<file path="config.mk">
export PLATFORM = sky130hd
export DESIGN_NAME = fpu_exc_ctl
export DESIGN_NICKNAME = d
export VERILOG_FILES = /design/src/rtl/fpsc_pkg.sv /design/src/rtl/fpsc_ctrl_reg.sv /design/src/rtl/fpsc_exc_flags.sv /design/src/rtl/fpsc_busy_fsm.sv /design/src/rtl/fpu_exc_ctl.sv
export SDC_FILE = /design/constraint.sdc
export NUM_CORES = 1
export LEC_CHECK = 0
export BUFFER_PORTS_ARGS = -buffer_cell sky130_fd_sc_hd__buf_2
export CAP_MARGIN = 20
export CELL_PAD_IN_SITES_DETAIL_PLACEMENT = 0
export CELL_PAD_IN_SITES_GLOBAL_PLACEMENT = 1
export CORE_UTILIZATION = 29
export DETAILED_ROUTE_END_ITERATION = 16
export PLACE_DENSITY_LB_ADDON = 0.1
export SLEW_MARGIN = 20
export SYNTH_ARGS = -nofsm -noshare
export SYNTH_HDL_FRONTEND = slang
export SYNTH_SLANG_ARGS = --single-unit
</file>
<file path="constraint.sdc">
create_clock -name clk -period 2.28 [get_ports clk]
set_clock_uncertainty 0.2 [all_clocks]
set_input_delay 0 -clock clk [delete_from_list [all_inputs] [get_ports clk]]
set_output_delay 0 -clock clk [all_outputs]
set_load 0.02 [all_outputs]
</file>
<file path="src/rtl/fpsc_pkg.sv">
package fpsc_pkg;
    localparam int WORD_W    = 16;
    localparam int NUM_EXC   = 6;
    localparam int CW_PC_LSB = 8;
    localparam int CW_RC_LSB = 10;
    localparam int CW_IC_BIT = 12;
    localparam int SW_ES_BIT = 7;
    localparam logic [WORD_W-1:0] CW_KEEP = 16'h1F3F;

    typedef enum logic [1:0] {
        RND_NEAREST = 2'b00,
        RND_DOWN    = 2'b01,
        RND_UP      = 2'b10,
        RND_ZERO    = 2'b11
    } rnd_mode_e;

    typedef enum logic [1:0] {
        PREC_SINGLE = 2'b00,
        PREC_RSVD   = 2'b01,
        PREC_DOUBLE = 2'b10,
        PREC_EXT    = 2'b11
    } prec_mode_e;

    typedef enum logic {
        BUSY_IDLE = 1'b0,
        BUSY_EXEC = 1'b1
    } busy_state_e;

    typedef struct packed {
        logic               inf_affine;
        rnd_mode_e          rnd;
        prec_mode_e         prec;
        logic [NUM_EXC-1:0] mask;
    } cw_fields_t;
endpackage

</file>
<file path="src/rtl/fpsc_ctrl_reg.sv">
module fpsc_ctrl_reg
    import fpsc_pkg::*;
#(
    parameter int W = WORD_W,
    parameter int N = NUM_EXC
) (
    input  logic         clk,
    input  logic         rst_n,
    input  logic         load,
    input  logic [W-1:0] wdata,
    output logic [W-1:0] cw_word,
    output logic [N-1:0] mask,
    output rnd_mode_e    rnd_mode,
    output prec_mode_e   prec_eff,
    output logic         inf_affine
);
    localparam int GAP_LO = CW_PC_LSB - N;
    localparam int GAP_HI = W - CW_IC_BIT - 1;

    cw_fields_t cw_q;

    always_ff @(posedge clk) begin
        if (!rst_n) begin
            cw_q.inf_affine <= 1'b0;
            cw_q.rnd        <= RND_NEAREST;
            cw_q.prec       <= PREC_EXT;
            cw_q.mask       <= '1;
        end else if (load) begin
            cw_q.inf_affine <= wdata[CW_IC_BIT];
            cw_q.rnd        <= rnd_mode_e'(wdata[CW_RC_LSB +: 2]);
            cw_q.prec       <= prec_mode_e'(wdata[CW_PC_LSB +: 2]);
            cw_q.mask       <= wdata[N-1:0];
        end
    end

    always_comb begin
        unique case (cw_q.prec)
            PREC_SINGLE: prec_eff = PREC_SINGLE;
            PREC_RSVD:   prec_eff = PREC_EXT;
            PREC_DOUBLE: prec_eff = PREC_DOUBLE;
            PREC_EXT:    prec_eff = PREC_EXT;
            default:     prec_eff = PREC_EXT;
        endcase
    end

    assign cw_word    = {{GAP_HI{1'b0}}, cw_q.inf_affine, cw_q.rnd, cw_q.prec,
                         {GAP_LO{1'b0}}, cw_q.mask};
    assign mask       = cw_q.mask;
    assign rnd_mode   = cw_q.rnd;
    assign inf_affine = cw_q.inf_affine;


    cw_load_chk: assert property (@(posedge clk) disable iff (!rst_n)
        load |=> (cw_word == ($past(wdata) & CW_KEEP)));


    prec_rsvd_chk: assert property (@(posedge clk) disable iff (!rst_n)
        (cw_word[CW_PC_LSB +: 2] == 2'b01) |-> (prec_eff == PREC_EXT));
endmodule

</file>
<file path="src/rtl/fpsc_exc_flags.sv">
module fpsc_exc_flags
    import fpsc_pkg::*;
#(
    parameter int N = NUM_EXC
) (
    input  logic         clk,
    input  logic         rst_n,
    input  logic [N-1:0] event_in,
    input  logic         clear,
    input  logic [N-1:0] mask,
    output logic [N-1:0] flags,
    output logic         summary
);
    logic [N-1:0] flags_q;
    logic [N-1:0] live;

    always_ff @(posedge clk) begin
        if (!rst_n)
            flags_q <= '0;
        else if (clear)
            flags_q <= event_in;
        else
            flags_q <= flags_q | event_in;
    end

    for (genvar i = 0; i < N; i++) begin : g_live
        assign live[i] = flags_q[i] & ~mask[i];
    end

    assign flags   = flags_q;
    assign summary = |live;


    sticky_chk: assert property (@(posedge clk) disable iff (!rst_n)
        !clear |=> ((flags_q & $past(flags_q)) == $past(flags_q)));


    clear_chk: assert property (@(posedge clk) disable iff (!rst_n)
        clear |=> (flags_q == $past(event_in)));
endmodule

</file>
<file path="src/rtl/fpsc_busy_fsm.sv">
module fpsc_busy_fsm
    import fpsc_pkg::*;
(
    input  logic clk,
    input  logic rst_n,
    input  logic op_start,
    input  logic op_done,
    output logic busy
);
    busy_state_e state_q, state_d;

    always_ff @(posedge clk) begin
        if (!rst_n)
            state_q <= BUSY_IDLE;
        else
            state_q <= state_d;
    end

    always_comb begin
        state_d = state_q;
        unique case (state_q)
            BUSY_IDLE: if (op_start) state_d = BUSY_EXEC;
            BUSY_EXEC: if (op_done)  state_d = BUSY_IDLE;
            default:   state_d = BUSY_IDLE;
        endcase
    end

    always_comb begin
        unique case (state_q)
            BUSY_EXEC: busy = 1'b1;
            default:   busy = 1'b0;
        endcase
    end


    start_chk: assert property (@(posedge clk) disable iff (!rst_n)
        (state_q == BUSY_IDLE && op_start) |=> busy);


    finish_chk: assert property (@(posedge clk) disable iff (!rst_n)
        (state_q == BUSY_EXEC && op_done) |=> !busy);
endmodule

</file>
<file path="src/rtl/fpu_exc_ctl.sv">
module fpu_exc_ctl
    import fpsc_pkg::*;
(
    input  logic        clk,
    input  logic        rst_n,
    input  logic        cw_load,
    input  logic [15:0] cw_wdata,
    input  logic [5:0]  exc_event,
    input  logic        exc_clear,
    input  logic        op_start,
    input  logic        op_done,
    input  logic        cc_load,
    input  logic [3:0]  cc_wdata,
    input  logic        top_load,
    input  logic [2:0]  top_wdata,
    output logic [15:0] cw_rdata,
    output logic [15:0] sw_rdata,
    output logic        irq_req,
    output logic        busy,
    output logic [1:0]  rnd_mode,
    output logic [1:0]  prec_mode,
    output logic        inf_affine
);
    logic [NUM_EXC-1:0] mask_w;
    logic [NUM_EXC-1:0] flags_w;
    logic               es_w;
    logic               busy_w;
    rnd_mode_e          rnd_w;
    prec_mode_e         prec_w;
    logic [3:0]         cc_q;
    logic [2:0]         top_q;

    fpsc_ctrl_reg #(.W(WORD_W), .N(NUM_EXC)) u_ctrl (
        .clk        (clk),
        .rst_n      (rst_n),
        .load       (cw_load),
        .wdata      (cw_wdata),
        .cw_word    (cw_rdata),
        .mask       (mask_w),
        .rnd_mode   (rnd_w),
        .prec_eff   (prec_w),
        .inf_affine (inf_affine)
    );

    fpsc_exc_flags #(.N(NUM_EXC)) u_flags (
        .clk      (clk),
        .rst_n    (rst_n),
        .event_in (exc_event),
        .clear    (exc_clear),
        .mask     (mask_w),
        .flags    (flags_w),
        .summary  (es_w)
    );

    fpsc_busy_fsm u_fsm (
        .clk      (clk),
        .rst_n    (rst_n),
        .op_start (op_start),
        .op_done  (op_done),
        .busy     (busy_w)
    );

    always_ff @(posedge clk) begin
        if (!rst_n) begin
            cc_q  <= '0;
            top_q <= '0;
        end else begin
            if (cc_load)  cc_q  <= cc_wdata;
            if (top_load) top_q <= top_wdata;
        end
    end

    assign sw_rdata  = {busy_w, cc_q[3], top_q, cc_q[2], cc_q[1], cc_q[0],
                        es_w, 1'b0, flags_w};
    assign irq_req   = es_w;
    assign busy      = busy_w;
    assign rnd_mode  = rnd_w;
    assign prec_mode = prec_w;


    masked_quiet_chk: assert property (@(posedge clk) disable iff (!rst_n)
        (&mask_w) |-> !irq_req);


    top_load_chk: assert property (@(posedge clk) disable iff (!rst_n)
        top_load |=> (sw_rdata[13:11] == $past(top_wdata)));
endmodule

</file>
==> flow_summary_export.csv, run 1 <==
group,metric,value,unit
floorplanning,start_util,30.7,%
yosys,synthTopCellsByCount,"25 x dfxtp_1, 19 x mux2i_1, 11 x buf_4, 10 x nor2b_1, 8 x nand2_1",
yosys,yosys.cell_types.count,17,
final_layout,layout.nets,268,
min_path,worstHoldEndpoint,"u_flags.flags[2]",
yosys,synth.most_common_cell,"dfxtp_1",
detailed_routing,vias_per_cell,4.07,
min_path,hold_start,"exc_clear",
pwr,power_leakage,0.00101,µW
setup_path,cp-end-kind,"flip-flop",
final_layout,drive_gt1_share,29.6,%
detailed_routing,ant_nets,0,
timing,period_minus_slack,1990,ps
floorplanning,core_area,0.00336,mm²
cts,cts_resized,0,
final_layout,fillerInstances,331,
cts,clkSinkCount,25,
timing,finalHoldViolCount,0,
yosys,synth-edff-count,0,
floorplanning,die_h,61.6,µm
detailed_routing,drt_wl_total,2910,µm
setup_path,arrival,2050,ps
detailed_routing,drc,0,
setup_path,r2r-start,"u_fsm.state_q",
yosys,syn_avg_cell_area,9.91,µm²
timing,tns,0,ps
pwr,swShare,27.7,%
yosys,synth.area.top_cells,"dfxtp_1 49%, mux2i_1 18%, buf_4 8.0%",
final_layout,diodes,0,
cts,clk_latency,310,ps
setup_path,cp.required,2350,ps
yosys,synth_seq_area_share,48.5,%
pwr,p_per_area,476,mW/mm²
placement,io_buffer_count,64,
pwr,p_clk_share,20.0,%
placement,dp_hpwl,1640,µm
detailed_routing,num_vias,1124,
yosys,synthCells,104,
placement,gp_congestion,0.606,
pwr,internal-power,699,µW
floorplanning,rows,21,
outcome,outcome,"completed",
grt,antenna_found_initial,0,
min_path,hold_path.class,"in2reg",
final_layout,fin_cells,276,
grt,grt_pass1_vias,1136,
cts,clockBufferDepth,2,
pwr,p_seq_share,49.7,%
yosys,synth_area,0.00103,mm²
setup_path,r2r_end,"u_fsm.state_q",
yosys,synth-seq-cells,25,
timing,final.period_utilization,87.1,%
cts,htree_levels,1,
grt,grt_overflow,0,
floorplanning,die_w,61.6,µm
detailed_routing,wire_per_inst,10.5,µm
pwr,ir_drop,0.404,mV
setup_path,rrSetupSlack,290,ps
yosys,synth_area_leader_cell,"dfxtp_1",
yosys,synth_top_area_share,48.5,%
grt,grt_usage,16.2,%
timing,slew_viol_final,0,
detailed_routing,firstDrtPassIters,4,
floorplanning,io_pins,76,
placement,place_inst,203,
yosys,synthArstFlopShare,0,%
yosys,ys_warn_count,0,
timing,rsz0062_at_grt,"no",
cts,cts_tree,"done",
setup_path,crit_fanout,3,
setup_path,r2r_cells,4,
detailed_routing,drtIter0Drc,29,
timing,setup_violations,0,
cts,clkTransAtPathRegs,130,ps
setup_path,critPathKind,"reg2reg",
cts,cts_root_buf,"clkbuf_4",
floorplanning,dieArea,0.00380,mm²
grt,grt_pass1_wl,4450,µm
setup_path,crit_path_start_kind,"flip-flop",
run,cap_violations,0,
pwr,p_sw,267,µW
cts,cts_buffers,3,
pwr,pwr-share-comb,30.3,%
cts,ctsHoldBuffers,69,
min_path,hold_depth,4,
final_layout,area_growth,97.1,%
cts,cts_setup_buffers,0,
timing,fmax,0.503,GHz
grt,grt_max_degree,26,
yosys,ys.flop_type,"dfxtp_1",
cell families (layout without fill, tap and decap cells):
family                 count (synthesis)  in the layout  synth area share (%)
multiplexers                          19             19                  18.4
buffers and inverters                 23            144                  13.5
flip-flops                            25             25                  48.5
AO/OA/AOI/OAI                          9              9                  6.19
other                                  1              6                 0.364
AND/OR/NAND/NOR                       27             27                  13.0
through the flow:
| step | hold slack (ps) | setup slack (ps) | cell area, µm² | total power, µW | utilization (%) |
|---|---|---|---|---|---|
| finish | 376 | 294 | 2030 | 967 | 60.4 |
| global route | 393 | 191 | 2030 | 1030 | 60.4 |
| CTS | 355 | 282 | 2030 | 978 | 60.4 |
| detailed placement | 15.0 | 1060 | 1320 | 674 | 39.1 |
| global placement | 8.43 | 1070 | 1320 | 670 | 39.1 |
| floorplan | -76.2 | 847 | 1050 | 619 | - |
worst max-delay path, stage by stage, from the launching register on:
cell	delay (ps)
dfxtp_1	380
mux2i_1	170
dlygate4sd3_1	550
and2_1	110
dlygate4sd3_1	530
worst max-delay path by stage:
stage	startpoint	end	cells after the start
after detailed placement	u_flags.flags[1]	sw_rdata[7]	4
after floorplan	u_ctrl.mask[1]	sw_rdata[7]	3
after CTS	u_fsm.state_q	u_fsm.state_q	4
final	u_fsm.state_q	u_fsm.state_q	4
after global routing	u_fsm.state_q	u_fsm.state_q	4
after global placement	u_flags.flags[1]	sw_rdata[7]	4
state kept, by name, indices dropped and copies added (netlist names):
signal / flops
u_flags.flags: 6
u_ctrl.mask: 6
cc_q: 4
u_ctrl.cw_word: 2
u_ctrl.rnd_mode: 2
u_ctrl.inf_affine: 1
u_fsm.state_q: 1
top_q: 3
routing by layer:
metal,up-vias,GRT usage [%],routed length [µm]
met3,2,4.62,119
li1,567,-,-
met1,522,15.5,1100
met2,33,33.0,1670
met4,0,3.81,21
met5,-,0,0
cells in the final DEF (no fill, tap or decap), drive strengths merged:
cell type    netlist  routed
mux2i             19      19
and2               1       1
dlygate4sd3        0      69
nor2b             10      10
nor2               6       6
o22ai              3       3
conb               1       6
o21a               6       6
dfxtp             25      25
buf               14      64
inv                7       7
clkbuf             2       4
or3                1       1
or2                1       1
nand2              8       8
final cells by class:
class	instances	area, µm²	share of cell area [%]
Clock buffer	4	26.3	1.29
Inverter	7	26.3	1.29
Multi-Input combinational cell	61	410	20.2
Sequential cell	25	500	24.6
Tap cell	46	57.6	2.83
Timing Repair Buffer	133	1010	49.8
power by group through the flow:
stage | Clock (µW) | Sequential [µW] | Combinational, µW
after global routing | 226 | 485 | 321
after global placement | 0 | 488 | 182
after detailed placement | 0 | 490 | 184
after CTS | 207 | 480 | 291
after floorplan | 0 | 523 | 96.7
final | 193 | 480 | 293
Power figures use the tool's default switching activity.
==> run 2: changes to the inputs <==
--- a/config.mk
+++ b/config.mk
@@ -9,10 +9,11 @@
 export CAP_MARGIN = 20
 export CELL_PAD_IN_SITES_DETAIL_PLACEMENT = 0
 export CELL_PAD_IN_SITES_GLOBAL_PLACEMENT = 1
-export CORE_UTILIZATION = 29
+export CORE_UTILIZATION = 30
 export DETAILED_ROUTE_END_ITERATION = 16
 export PLACE_DENSITY_LB_ADDON = 0.1
 export SLEW_MARGIN = 20
 export SYNTH_ARGS = -nofsm -noshare
 export SYNTH_HDL_FRONTEND = slang
+export SYNTH_HIERARCHICAL = 1
 export SYNTH_SLANG_ARGS = --single-unit
==> run 2 against run 1 <==
Net effect:
- worst setup slack gained 25 ps
- synthesized cell count grew 5.8%
- sequential cell count is the same
- wire length shrank 1.0%
- power grew 0.49%
- non-clock buffer count shrank 1
- first-iteration DRC count shrank 55%
- combinational power is essentially flat
- register-to-register slack gained 20 ps
- fmax grew 1.3%
- via count grew 1.2%
- utilization shrank 0.89 points
- largest cell class unchanged
- largest power group unchanged
==> flow_summary_export.csv, run 2 <==
group,metric,value,unit
floorplanning,io_pins,76,
placement,io_buffer_count,64,
cts,ctsHoldBuffers,68,
grt,antenna_found_initial,0,
floorplanning,dieArea,0.00387,mm²
floorplanning,die_w,62.2,µm
setup_path,cp.required,2290,ps
final_layout,final-seq-area,500,µm²
cts,clkSinkCount,25,
cts,cts_root_buf,"clkbuf_4",
cts,cts_resized,0,
floorplanning,start_util,31.8,%
placement,gp_congestion,0.629,
placement,placed_area,0.00133,mm²
yosys,synth_top_area_share,46.0,%
floorplanning,rows,21,
cts,clockBufferDepth,2,
timing,fmax,0.510,GHz
yosys,synthArstFlopShare,0,%
detailed_routing,firstDrtPassIters,4,
yosys,synth_area_leader_cell,"dfxtp_1",
yosys,synthTopCellsByCount,"25 x dfxtp_1, 18 x buf_4, 18 x mux2i_1, 10 x nor2b_1, 8 x nand2_1",
yosys,synth-edff-count,0,
setup_path,r2r_end,"u_ctrl/mask[3]",
grt,grt.busiest_layer,"met2",
yosys,synth_area,0.00109,mm²
grt,grt_usage,16.4,%
final_layout,fillerInstances,317,
cts,clk_latency,310,ps
run,cap_violations,0,
final_layout,final_common_cell,"dlygate4sd3_1",
cts,htree_levels,1,
outcome,outcome,"completed",
yosys,ys_warn_count,6,
min_path,hold_depth,4,
setup_path,r2r-start,"u_ctrl/mask[3]",
timing,period_minus_slack,1960,ps
placement,dp_hpwl,1590,µm
min_path,hold_start,"op_start",
setup_path,cp-end-kind,"flip-flop",
floorplanning,core_area,0.00342,mm²
cts,cts_setup_buffers,0,
yosys,synthCells,110,
pwr,p_per_area,478,mW/mm²
grt,grt_pass1_vias,1210,
setup_path,path_common_cell,"dlygate4sd3_1",
yosys,syn_avg_cell_area,9.88,µm²
detailed_routing,ant_nets,0,
min_path,hold_path.class,"in2reg",
min_path,worstHoldEndpoint,"u_fsm/state_q",
setup_path,critPathKind,"in2reg",
yosys,synth.area.top_cells,"dfxtp_1 46%, mux2i_1 17%, buf_4 12%",
cts,cts_tree,"done",
setup_path,cpPeakStageDelay,590,ps
setup_path,crit_fanout,1,
setup_path,crit_path_start_kind,"input pin",
setup_path,rrSetupSlack,320,ps
detailed_routing,drc,0,
detailed_routing,drt_wl_total,2880,µm
setup_path,arrival,1970,ps
yosys,synth-seq-cells,25,
grt,grt_overflow,0,
detailed_routing,vias_per_cell,4.13,
timing,tns,0,ps
final_layout,multiInputGateArea,425,µm²
yosys,synth_seq_area_share,46.0,%
timing,final.period_utilization,86.0,%
timing,slew_viol_final,0,
placement,place_inst,203,
pwr,power,971,µW
grt,use_met2,31.9,%
timing,setup_violations,0,
final_layout,diodes,0,
setup_path,worst_path_max_delay_cell,"dlygate4sd3_1",
detailed_routing,num_vias,1137,
detailed_routing,wire_per_inst,10.5,µm
yosys,synth.most_common_cell,"dfxtp_1",
cts,clkTransAtPathRegs,130,ps
final_layout,final_cell_mix,"68 x dlygate4sd3_1, 64 x buf_2, 25 x dfxtp_1, 18 x mux2i_1, 10 x nor2b_1",
grt,grt_max_degree,26,
final_layout,fin_cells,275,
final_layout,area_growth,87.0,%
final_layout,drive_gt1_share,30.6,%
pwr,ir_drop,0.209,mV
pwr,power_leakage,0.00100,µW
cts,cts_buffers,3,
detailed_routing,drtIter0Drc,13,
grt,use_met3,4.04,%
final_layout,final_area,0.00203,mm²
grt,use_met1,16.5,%
yosys,ys.flop_type,"dfxtp_1",
yosys,yosys.cell_types.count,17,
timing,rsz0062_at_grt,"no",
grt,grt_pass1_wl,5110,µm
timing,finalHoldViolCount,0,
final_layout,layout.nets,267,
setup_path,r2r_cells,4,
floorplanning,die_h,62.2,µm
setup_path,cp_cell_sequence,"dlygate4sd3_1 > buf_2 > mux2i_1 > dlygate4sd3_1 > nor2b_1 > dlygate4sd3_1",
run 2: per-layer routing:
metal  routed length (µm)  part of all wire (%)  up-vias
met5                    0                     0        -
met4                   33                   1.1        0
met3                  164                   5.7        4
met2                 1570                    55       40
met1                 1110                    39      524
li1                     -                     -      569
run 2: cells by family (layout without fill, tap and decap cells):
logic type / count (synthesis) / after routing / share of synthesized area, %
mux: 18 / 18 / 16.6
simple gates: 28 / 28 / 13.6
compound gates: 10 / 10 / 6.90
flops: 25 / 25 / 46.0
buf+inv: 27 / 142 / 16.2
other cells: 2 / 6 / 0.691
run 2: critical path, delay by kind of cell:
family	cells	cell delay, ps
simple gates	1	50
buf+inv	4	1790
mux	1	130
run 2: worst max-delay path by stage:
stage                            from                 to  slack [ps]  cells after the start
floorplan              u_ctrl/mask[3]        sw_rdata[7]         770                      4
global placement     u_flags/flags[5]            irq_req        1090                      4
detailed placement   u_flags/flags[3]            irq_req        1080                      4
CTS                    u_ctrl/mask[1]     u_ctrl/mask[1]         350                      4
global route        u_ctrl/cw_word[8]  u_ctrl/cw_word[8]         220                      4
finish                    cc_wdata[2]            cc_q[2]         320                      6
run 2: cell type report:
type                    instances  share of cell area (%)
repair buffers                132                    49.2
flip-flops and latches         25                    24.6
multi-input cells              62                    20.9
well taps                      46                    2.83
clock buffers                   4                    1.29
inverters                       6                    1.11
run 2: where the power goes:
| group | leakage, µW | switching, µW | internal (µW) |
|---|---|---|---|
| combinational | 0.000779 | 128 | 167 |
| clock | 0.0000150 | 127 | 68.3 |
| sequential | 0.000207 | 16.3 | 464 |
| total | 0.00100 | 272 | 700 |
run 2: per-stage QoR:
stage               utilization (%)  setup slack [ps]  hold WS (ps)
floorplan                         -               765         -82.5
global placement               38.8              1090          11.2
detailed placement             38.8              1080          12.0
CTS                            59.5               353           272
global route                   59.5               225           283
finish                         59.5               319           294
